### src/rtl/rmc_pkg.sv
package rmc_pkg;

    localparam int DATA_W  = 8;
    localparam int MADDR_W = 8;
    localparam int REG_N   = 32;
    localparam int REG_W   = $clog2(REG_N);
    localparam int OPC_W   = 4;
    localparam int INSTR_W = OPC_W + 2 * REG_W + MADDR_W;

    typedef enum logic [OPC_W-1:0] {
        OP_LOAD  = 4'd1,
        OP_STORE = 4'd2,
        OP_ADD   = 4'd3,
        OP_SUB   = 4'd4,
        OP_MUL   = 4'd5,
        OP_HALT  = 4'd15
    } opcode_e;

    typedef struct packed {
        opcode_e              op;
        logic [REG_W-1:0]     rd;
        logic [REG_W-1:0]     rs;
        logic [MADDR_W-1:0]   addr;
    } instr_t;

    typedef enum logic [1:0] {
        ST_FETCH,
        ST_ISSUE,
        ST_WBACK,
        ST_HALT
    } state_e;

    // Instructions that need the memory byte and a register write-back
    function automatic logic needs_wback(opcode_e op);
        return (op == OP_LOAD) || (op == OP_ADD) || (op == OP_SUB) || (op == OP_MUL);
    endfunction

    function automatic logic [DATA_W-1:0] compute(opcode_e op,
                                                  logic [DATA_W-1:0] reg_val,
                                                  logic [DATA_W-1:0] mem_val);
        logic [2*DATA_W-1:0] prod;
        prod = reg_val * mem_val;
        unique case (op)
            OP_ADD:  return reg_val + mem_val;
            OP_SUB:  return reg_val - mem_val;
            OP_MUL:  return prod[DATA_W-1:0];
            default: return mem_val;
        endcase
    endfunction

endpackage

### src/rtl/rmc_regfile.sv
module rmc_regfile
    import rmc_pkg::*;
#(
    parameter int NREGS = REG_N,
    parameter int WIDTH = DATA_W,
    localparam int IW   = $clog2(NREGS)
) (
    input  logic             clk,
    input  logic             rst,
    input  logic [IW-1:0]    raddr,
    output logic [WIDTH-1:0] rdata,
    input  logic [IW-1:0]    dbg_addr,
    output logic [WIDTH-1:0] dbg_rdata,
    input  logic             we,
    input  logic [IW-1:0]    waddr,
    input  logic [WIDTH-1:0] wdata
);

    logic [WIDTH-1:0] regs [NREGS];

    always_ff @(posedge clk) begin
        if (rst) begin
            for (int i = 0; i < NREGS; i++) regs[i] <= '0;
        end else if (we) begin
            regs[waddr] <= wdata;
        end
    end

    // Reads see the stored value; a write lands only at the next edge
    assign rdata     = regs[raddr];
    assign dbg_rdata = regs[dbg_addr];

endmodule

### src/rtl/rmc_ctrl.sv
module rmc_ctrl
    import rmc_pkg::*;
#(
    parameter int PC_W = 8
) (
    input  logic               clk,
    input  logic               rst,
    input  logic [INSTR_W-1:0] imem_data,
    output logic [PC_W-1:0]    pc,
    output opcode_e            cur_op,
    output logic [REG_W-1:0]   rf_raddr,
    output logic [REG_W-1:0]   rf_waddr,
    output logic               rf_we,
    output logic [MADDR_W-1:0] mem_addr,
    output logic               mem_we,
    output logic               halted
);

    state_e state;
    instr_t ir;

    always_ff @(posedge clk) begin
        if (rst) begin
            state <= ST_FETCH;
            pc    <= '0;
            ir    <= '0;
        end else begin
            unique case (state)
                ST_FETCH: begin
                    ir    <= instr_t'(imem_data);
                    state <= ST_ISSUE;
                end
                ST_ISSUE: begin
                    if (ir.op == OP_HALT) begin
                        state <= ST_HALT;
                    end else if (needs_wback(ir.op)) begin
                        state <= ST_WBACK;
                    end else begin
                        pc    <= pc + 1'b1;
                        state <= ST_FETCH;
                    end
                end
                ST_WBACK: begin
                    pc    <= pc + 1'b1;
                    state <= ST_FETCH;
                end
                default: state <= ST_HALT;
            endcase
        end
    end

    assign cur_op   = ir.op;
    assign mem_addr = ir.addr;
    assign mem_we   = (state == ST_ISSUE) && (ir.op == OP_STORE);
    // Store reads the register named in the destination field
    assign rf_raddr = (state == ST_ISSUE) ? ir.rd : ir.rs;
    assign rf_waddr = ir.rd;
    assign rf_we    = (state == ST_WBACK);
    assign halted   = (state == ST_HALT);

endmodule

### src/rtl/rmc_exec.sv
module rmc_exec
    import rmc_pkg::*;
(
    input  opcode_e           op,
    input  logic [DATA_W-1:0] reg_val,
    input  logic [DATA_W-1:0] mem_val,
    output logic [DATA_W-1:0] result
);

    always_comb begin
        result = compute(op, reg_val, mem_val);
    end

endmodule

### src/rtl/rmc_core.sv
module rmc_core
    import rmc_pkg::*;
#(
    parameter int PC_W = 8
) (
    input  logic               clk,
    input  logic               rst,
    output logic [PC_W-1:0]    imem_addr,
    input  logic [INSTR_W-1:0] imem_data,
    output logic [MADDR_W-1:0] dmem_addr,
    output logic               dmem_we,
    output logic [DATA_W-1:0]  dmem_wdata,
    input  logic [DATA_W-1:0]  dmem_rdata,
    input  logic [REG_W-1:0]   dbg_sel,
    output logic [DATA_W-1:0]  dbg_data,
    output logic               halted
);

    opcode_e             cur_op;
    logic [REG_W-1:0]    rf_raddr;
    logic [REG_W-1:0]    rf_waddr;
    logic                rf_we;
    logic [DATA_W-1:0]   rf_rdata;
    logic [DATA_W-1:0]   wb_data;

    rmc_ctrl #(.PC_W(PC_W)) u_ctrl (
        .clk       (clk),
        .rst       (rst),
        .imem_data (imem_data),
        .pc        (imem_addr),
        .cur_op    (cur_op),
        .rf_raddr  (rf_raddr),
        .rf_waddr  (rf_waddr),
        .rf_we     (rf_we),
        .mem_addr  (dmem_addr),
        .mem_we    (dmem_we),
        .halted    (halted)
    );

    rmc_regfile #(.NREGS(REG_N), .WIDTH(DATA_W)) u_rf (
        .clk       (clk),
        .rst       (rst),
        .raddr     (rf_raddr),
        .rdata     (rf_rdata),
        .dbg_addr  (dbg_sel),
        .dbg_rdata (dbg_data),
        .we        (rf_we),
        .waddr     (rf_waddr),
        .wdata     (wb_data)
    );

    rmc_exec u_exec (
        .op      (cur_op),
        .reg_val (rf_rdata),
        .mem_val (dmem_rdata),
        .result  (wb_data)
    );

    assign dmem_wdata = rf_rdata;

endmodule

### config.mk
export PLATFORM = sky130hd
export DESIGN_NAME = rmc_core
export DESIGN_NICKNAME = d
export VERILOG_FILES = /design/src/rtl/rmc_pkg.sv /design/src/rtl/rmc_regfile.sv /design/src/rtl/rmc_ctrl.sv /design/src/rtl/rmc_exec.sv /design/src/rtl/rmc_core.sv
export SDC_FILE = /design/constraint.sdc
export NUM_CORES = 1
export LEC_CHECK = 0
export ABC_AREA = 1
export BUFFER_PORTS_ARGS = -buffer_cell sky130_fd_sc_hd__buf_2
export CAP_MARGIN = 20
export CELL_PAD_IN_SITES_DETAIL_PLACEMENT = 1
export CELL_PAD_IN_SITES_GLOBAL_PLACEMENT = 1
export CORE_ASPECT_RATIO = 0.5
export CORE_UTILIZATION = 33
export CTS_CLUSTER_DIAMETER = 200
export DETAILED_ROUTE_END_ITERATION = 8
export PLACE_DENSITY_LB_ADDON = 0.1
export SLEW_MARGIN = 5
export SYNTH_ARGS = -nofsm -noshare
export SYNTH_HDL_FRONTEND = slang
export SYNTH_HIERARCHICAL = 1
export SYNTH_SLANG_ARGS = --single-unit
### constraint.sdc
create_clock -name clk -period 6.9 [get_ports clk]
set_clock_uncertainty 0.1 [all_clocks]
set_input_delay 1.38 -clock clk [delete_from_list [all_inputs] [get_ports clk]]
set_output_delay 1.38 -clock clk [all_outputs]
set_load 0.02 [all_outputs]
==> impl_metrics.env <==
export IMPL_dp_hpwl_um=44600
export IMPL_synth_compound_area_share_pct=1.83
export IMPL_yosysSeqAreaShare_pct=47.3
export IMPL_clk_path_buf_depth=3
export IMPL_avgViaCountPerCell=5.24
export IMPL_wirelength_um=67100
export IMPL_ys_types=38
export IMPL_netSwitchingFraction_pct=37.7
export IMPL_synth_edff_count=256
export IMPL_period_minus_slack_ps=6400
export IMPL_n_antenna_cell=0
export IMPL_setup_viol_count_final=0
export IMPL_worstPathArrival_ps=6630
export IMPL_gp_congestion=0.825
export IMPL_vias=16000
export IMPL_die_h_um=165
export IMPL_status="finished, final reports clean"
export IMPL_endpoint_kind="flip-flop"
export IMPL_synthFlopType="edfxtp_1"
export IMPL_clk_pin_slew_ps=60
export IMPL_fin_crit_sh_pct=92.7
export IMPL_synth_warnings=6
export IMPL_slowest_delay_ps=560
export IMPL_p_clk_share_pct=30.9
export IMPL_ctsHoldBuffers=0
export IMPL_async_flop_share_pct=0
export IMPL_avgSynthCellArea_um2=7.50
export IMPL_synth_xor_area_share_pct=0.739
export IMPL_ys_seq_elements=288
export IMPL_use_met2_pct=38.5
export IMPL_grt_use_met3_pct=2.53
export IMPL_fin_nets=2417
export IMPL_initial_core_util_pct=33.6
export IMPL_grt_pass1_vias=15600
export IMPL_powerDensity_mw_per_mm2=284
export IMPL_clock_fmax_ghz=0.156
export IMPL_slew_viol_final=0
export IMPL_die_x_um=329
export IMPL_grt_use_total_pct=24.6
export IMPL_postLayoutCellArea_mm2=0.0196
export IMPL_cts_setup_buffers=0
export IMPL_hold_class="flip-flop to flip-flop"
export IMPL_die_area_mm2=0.0543
export IMPL_drive_gt1_share_pct=9.36
export IMPL_peakVddDrop_mv=0.181
export IMPL_cpMostUsedCell="nand2_1"
export IMPL_final_cell_mix="nand2_1 (888), nand3_1 (405), nor2_1 (307)"
export IMPL_worstSetupStartpointType="flip-flop"
export IMPL_crit_slowest_cell="fa_1"
export IMPL_grt_antenna_before_repair=0
export IMPL_seqPwrFrac_pct=36.2
export IMPL_final_common_cell="nand2_1"
export IMPL_cts_tree="built"
export IMPL_drv_cap=0
export IMPL_busiest_layer="met2"
export IMPL_cts_max_level=1
export IMPL_detail_route_antenna_nets=0
export IMPL_p_sw_w=0.00210
export IMPL_critical_path_max_fanout=32
export IMPL_utilization_pct=37.5
export IMPL_cts_resized=0
export IMPL_pwr_share_comb_pct=32.9
export IMPL_power_internal_w=0.00347
export IMPL_dp_cells=3002
export IMPL_cts_made_buffers=31
export IMPL_setup_tns_ps=0
export IMPL_drt_initial_drc_count=1277
export IMPL_ios=71
export IMPL_clock_sinks=288
export IMPL_drc_errors=0
export IMPL_ctsRootBufferMaster="clkbuf_16"
export IMPL_grt_max_degree=129
export IMPL_worstMarginPinSlew_ps=926
export IMPL_relSlewSlack_pct=38.2
export IMPL_grt_use_met1_pct=37.3
export IMPL_synthesis_instances=2347
export IMPL_overflow=0
export IMPL_rows=59
export IMPL_drt_first_pass_iters=7
export IMPL_synth_area_mux_share_pct=0
export IMPL_worstSetupPathType="flip-flop to flip-flop"
export IMPL_place_area_mm2=0.0186
export IMPL_synth_nets=2427
export IMPL_fp_coreArea_mm2=0.0523
export IMPL_synth_simple_area_share_pct=39.8
export IMPL_grt_pass1_wl_um=100000
export IMPL_post_drt_wl_per_cell_um=21.9
export IMPL_p_leak_nw=8.68
export IMPL_worstSkewPairLatency_ps=590
export IMPL_critical_path_top_delay_family="adder cells"
export IMPL_portBuffers=70
export IMPL_fin_cells=3063
export IMPL_hold_viol=0
export IMPL_worstPathRequired_ps=7130
export IMPL_critPathBufInv=10
export IMPL_syn_cell_area_mm2=0.0176
export IMPL_synthAdderAreaFrac_pct=3.61
export IMPL_grt_setup_unrepaired="no"
export IMPL_synth_top_family_by_area="simple AND/OR/NAND/NOR gates"
export IMPL_area_growth_pct=11.5
==> power by group through the flow <==
stage          Clock, W  Combinational, W  Sequential [W]
3_5_place_dp          0           0.00183         0.00205
4_1_cts         0.00176           0.00184         0.00202
3_3_place_gp          0           0.00181         0.00205
6_report        0.00172           0.00183         0.00202
2_1_floorplan         0           0.00116         0.00203
5_1_grt         0.00182           0.00204         0.00202
==> sequential cells by signal, summed over array words and instances (netlist names) <==
signal,flops
u_ctrl/ir,5
u_ctrl/pc,8
u_rf/regs,256
u_ctrl/mem_addr,8
u_ctrl/state,2
u_ctrl/rf_waddr,5
u_ctrl/cur_op,4
==> cell families (layout without fill, tap and decap cells) <==
group | count (synthesis) | after routing
XOR/XNOR | 14 | 14
flip-flops | 288 | 288
adder cells (fa/ha/maj) | 43 | 43
buffers and inverters | 275 | 290
AND/OR/NAND/NOR | 1668 | 1668
AO/OA/AOI/OAI | 59 | 59
==> metal layers <==
layer  wire (um)  part of all wire, %
met5           0                    0
met4         722                  1.1
met3        3640                  5.4
met2       29200                   44
met1       33500                   50
==> synth_stat cells (13+ instances only) <==
cell	instances	area, um^2
nand2_1	890	3340
nand3_1	405	2030
nor2_1	307	1150
edfxtp_1	256	7690
inv_1	110	413
clkbuf_1	63	236
buf_2	62	310
nand2_2	35	219
dfxtp_1	32	641
ha_1	30	375
o21ai_0	29	145
a21oi_1	20	100
buf_4	19	143
buf_1	16	60.1
fa_1	13	260
==> metrics by stage <==
| step | hold slack (ps) | worst slack [ps] | total power [W] |
|---|---|---|---|
| detailed placement | 385 | 573 | 0.00389 |
| global route | 433 | 104 | 0.00588 |
| CTS | 402 | 532 | 0.00561 |
| global placement | 375 | 737 | 0.00386 |
| finish | 396 | 502 | 0.00557 |
| floorplan | 363 | 1130 | 0.00319 |
==> layout make-up <==
class                      count  area, um^2
clock buffer                  39         806
multi-input combinational   1784        8100
tap                          701         877
clock inverter                19         191
inverter                     114         433
fill                        6424       32700
sequential                   288        8330
timing repair buffer         118         888
==> final timing paths <==
path                                                      end                        from  slack [ps]  depth (start not counted)
worst min-delay path                u_ctrl/pc[7]$_SDFFE_PP0P_   u_ctrl/pc[7]$_SDFFE_PP0P_         400                          2
worst min register to register      u_ctrl/pc[7]$_SDFFE_PP0P_   u_ctrl/pc[7]$_SDFFE_PP0P_         400                          2
worst max-delay path            u_rf/regs[3][7]$_SDFFCE_PN0P_  u_ctrl/state[1]$_SDFF_PP0_         500                         34
worst max register to register  u_rf/regs[3][7]$_SDFFCE_PN0P_  u_ctrl/state[1]$_SDFF_PP0_         500                         34
==> tightest hold or removal path, delay by kind of cell (launching register included) <==
| family | cells | cell delay, ps |
|---|---|---|
| compound gates | 1 | 50 |
| flops | 1 | 330 |
| simple gates | 1 | 70 |
Power figures use the tool's default switching activity.
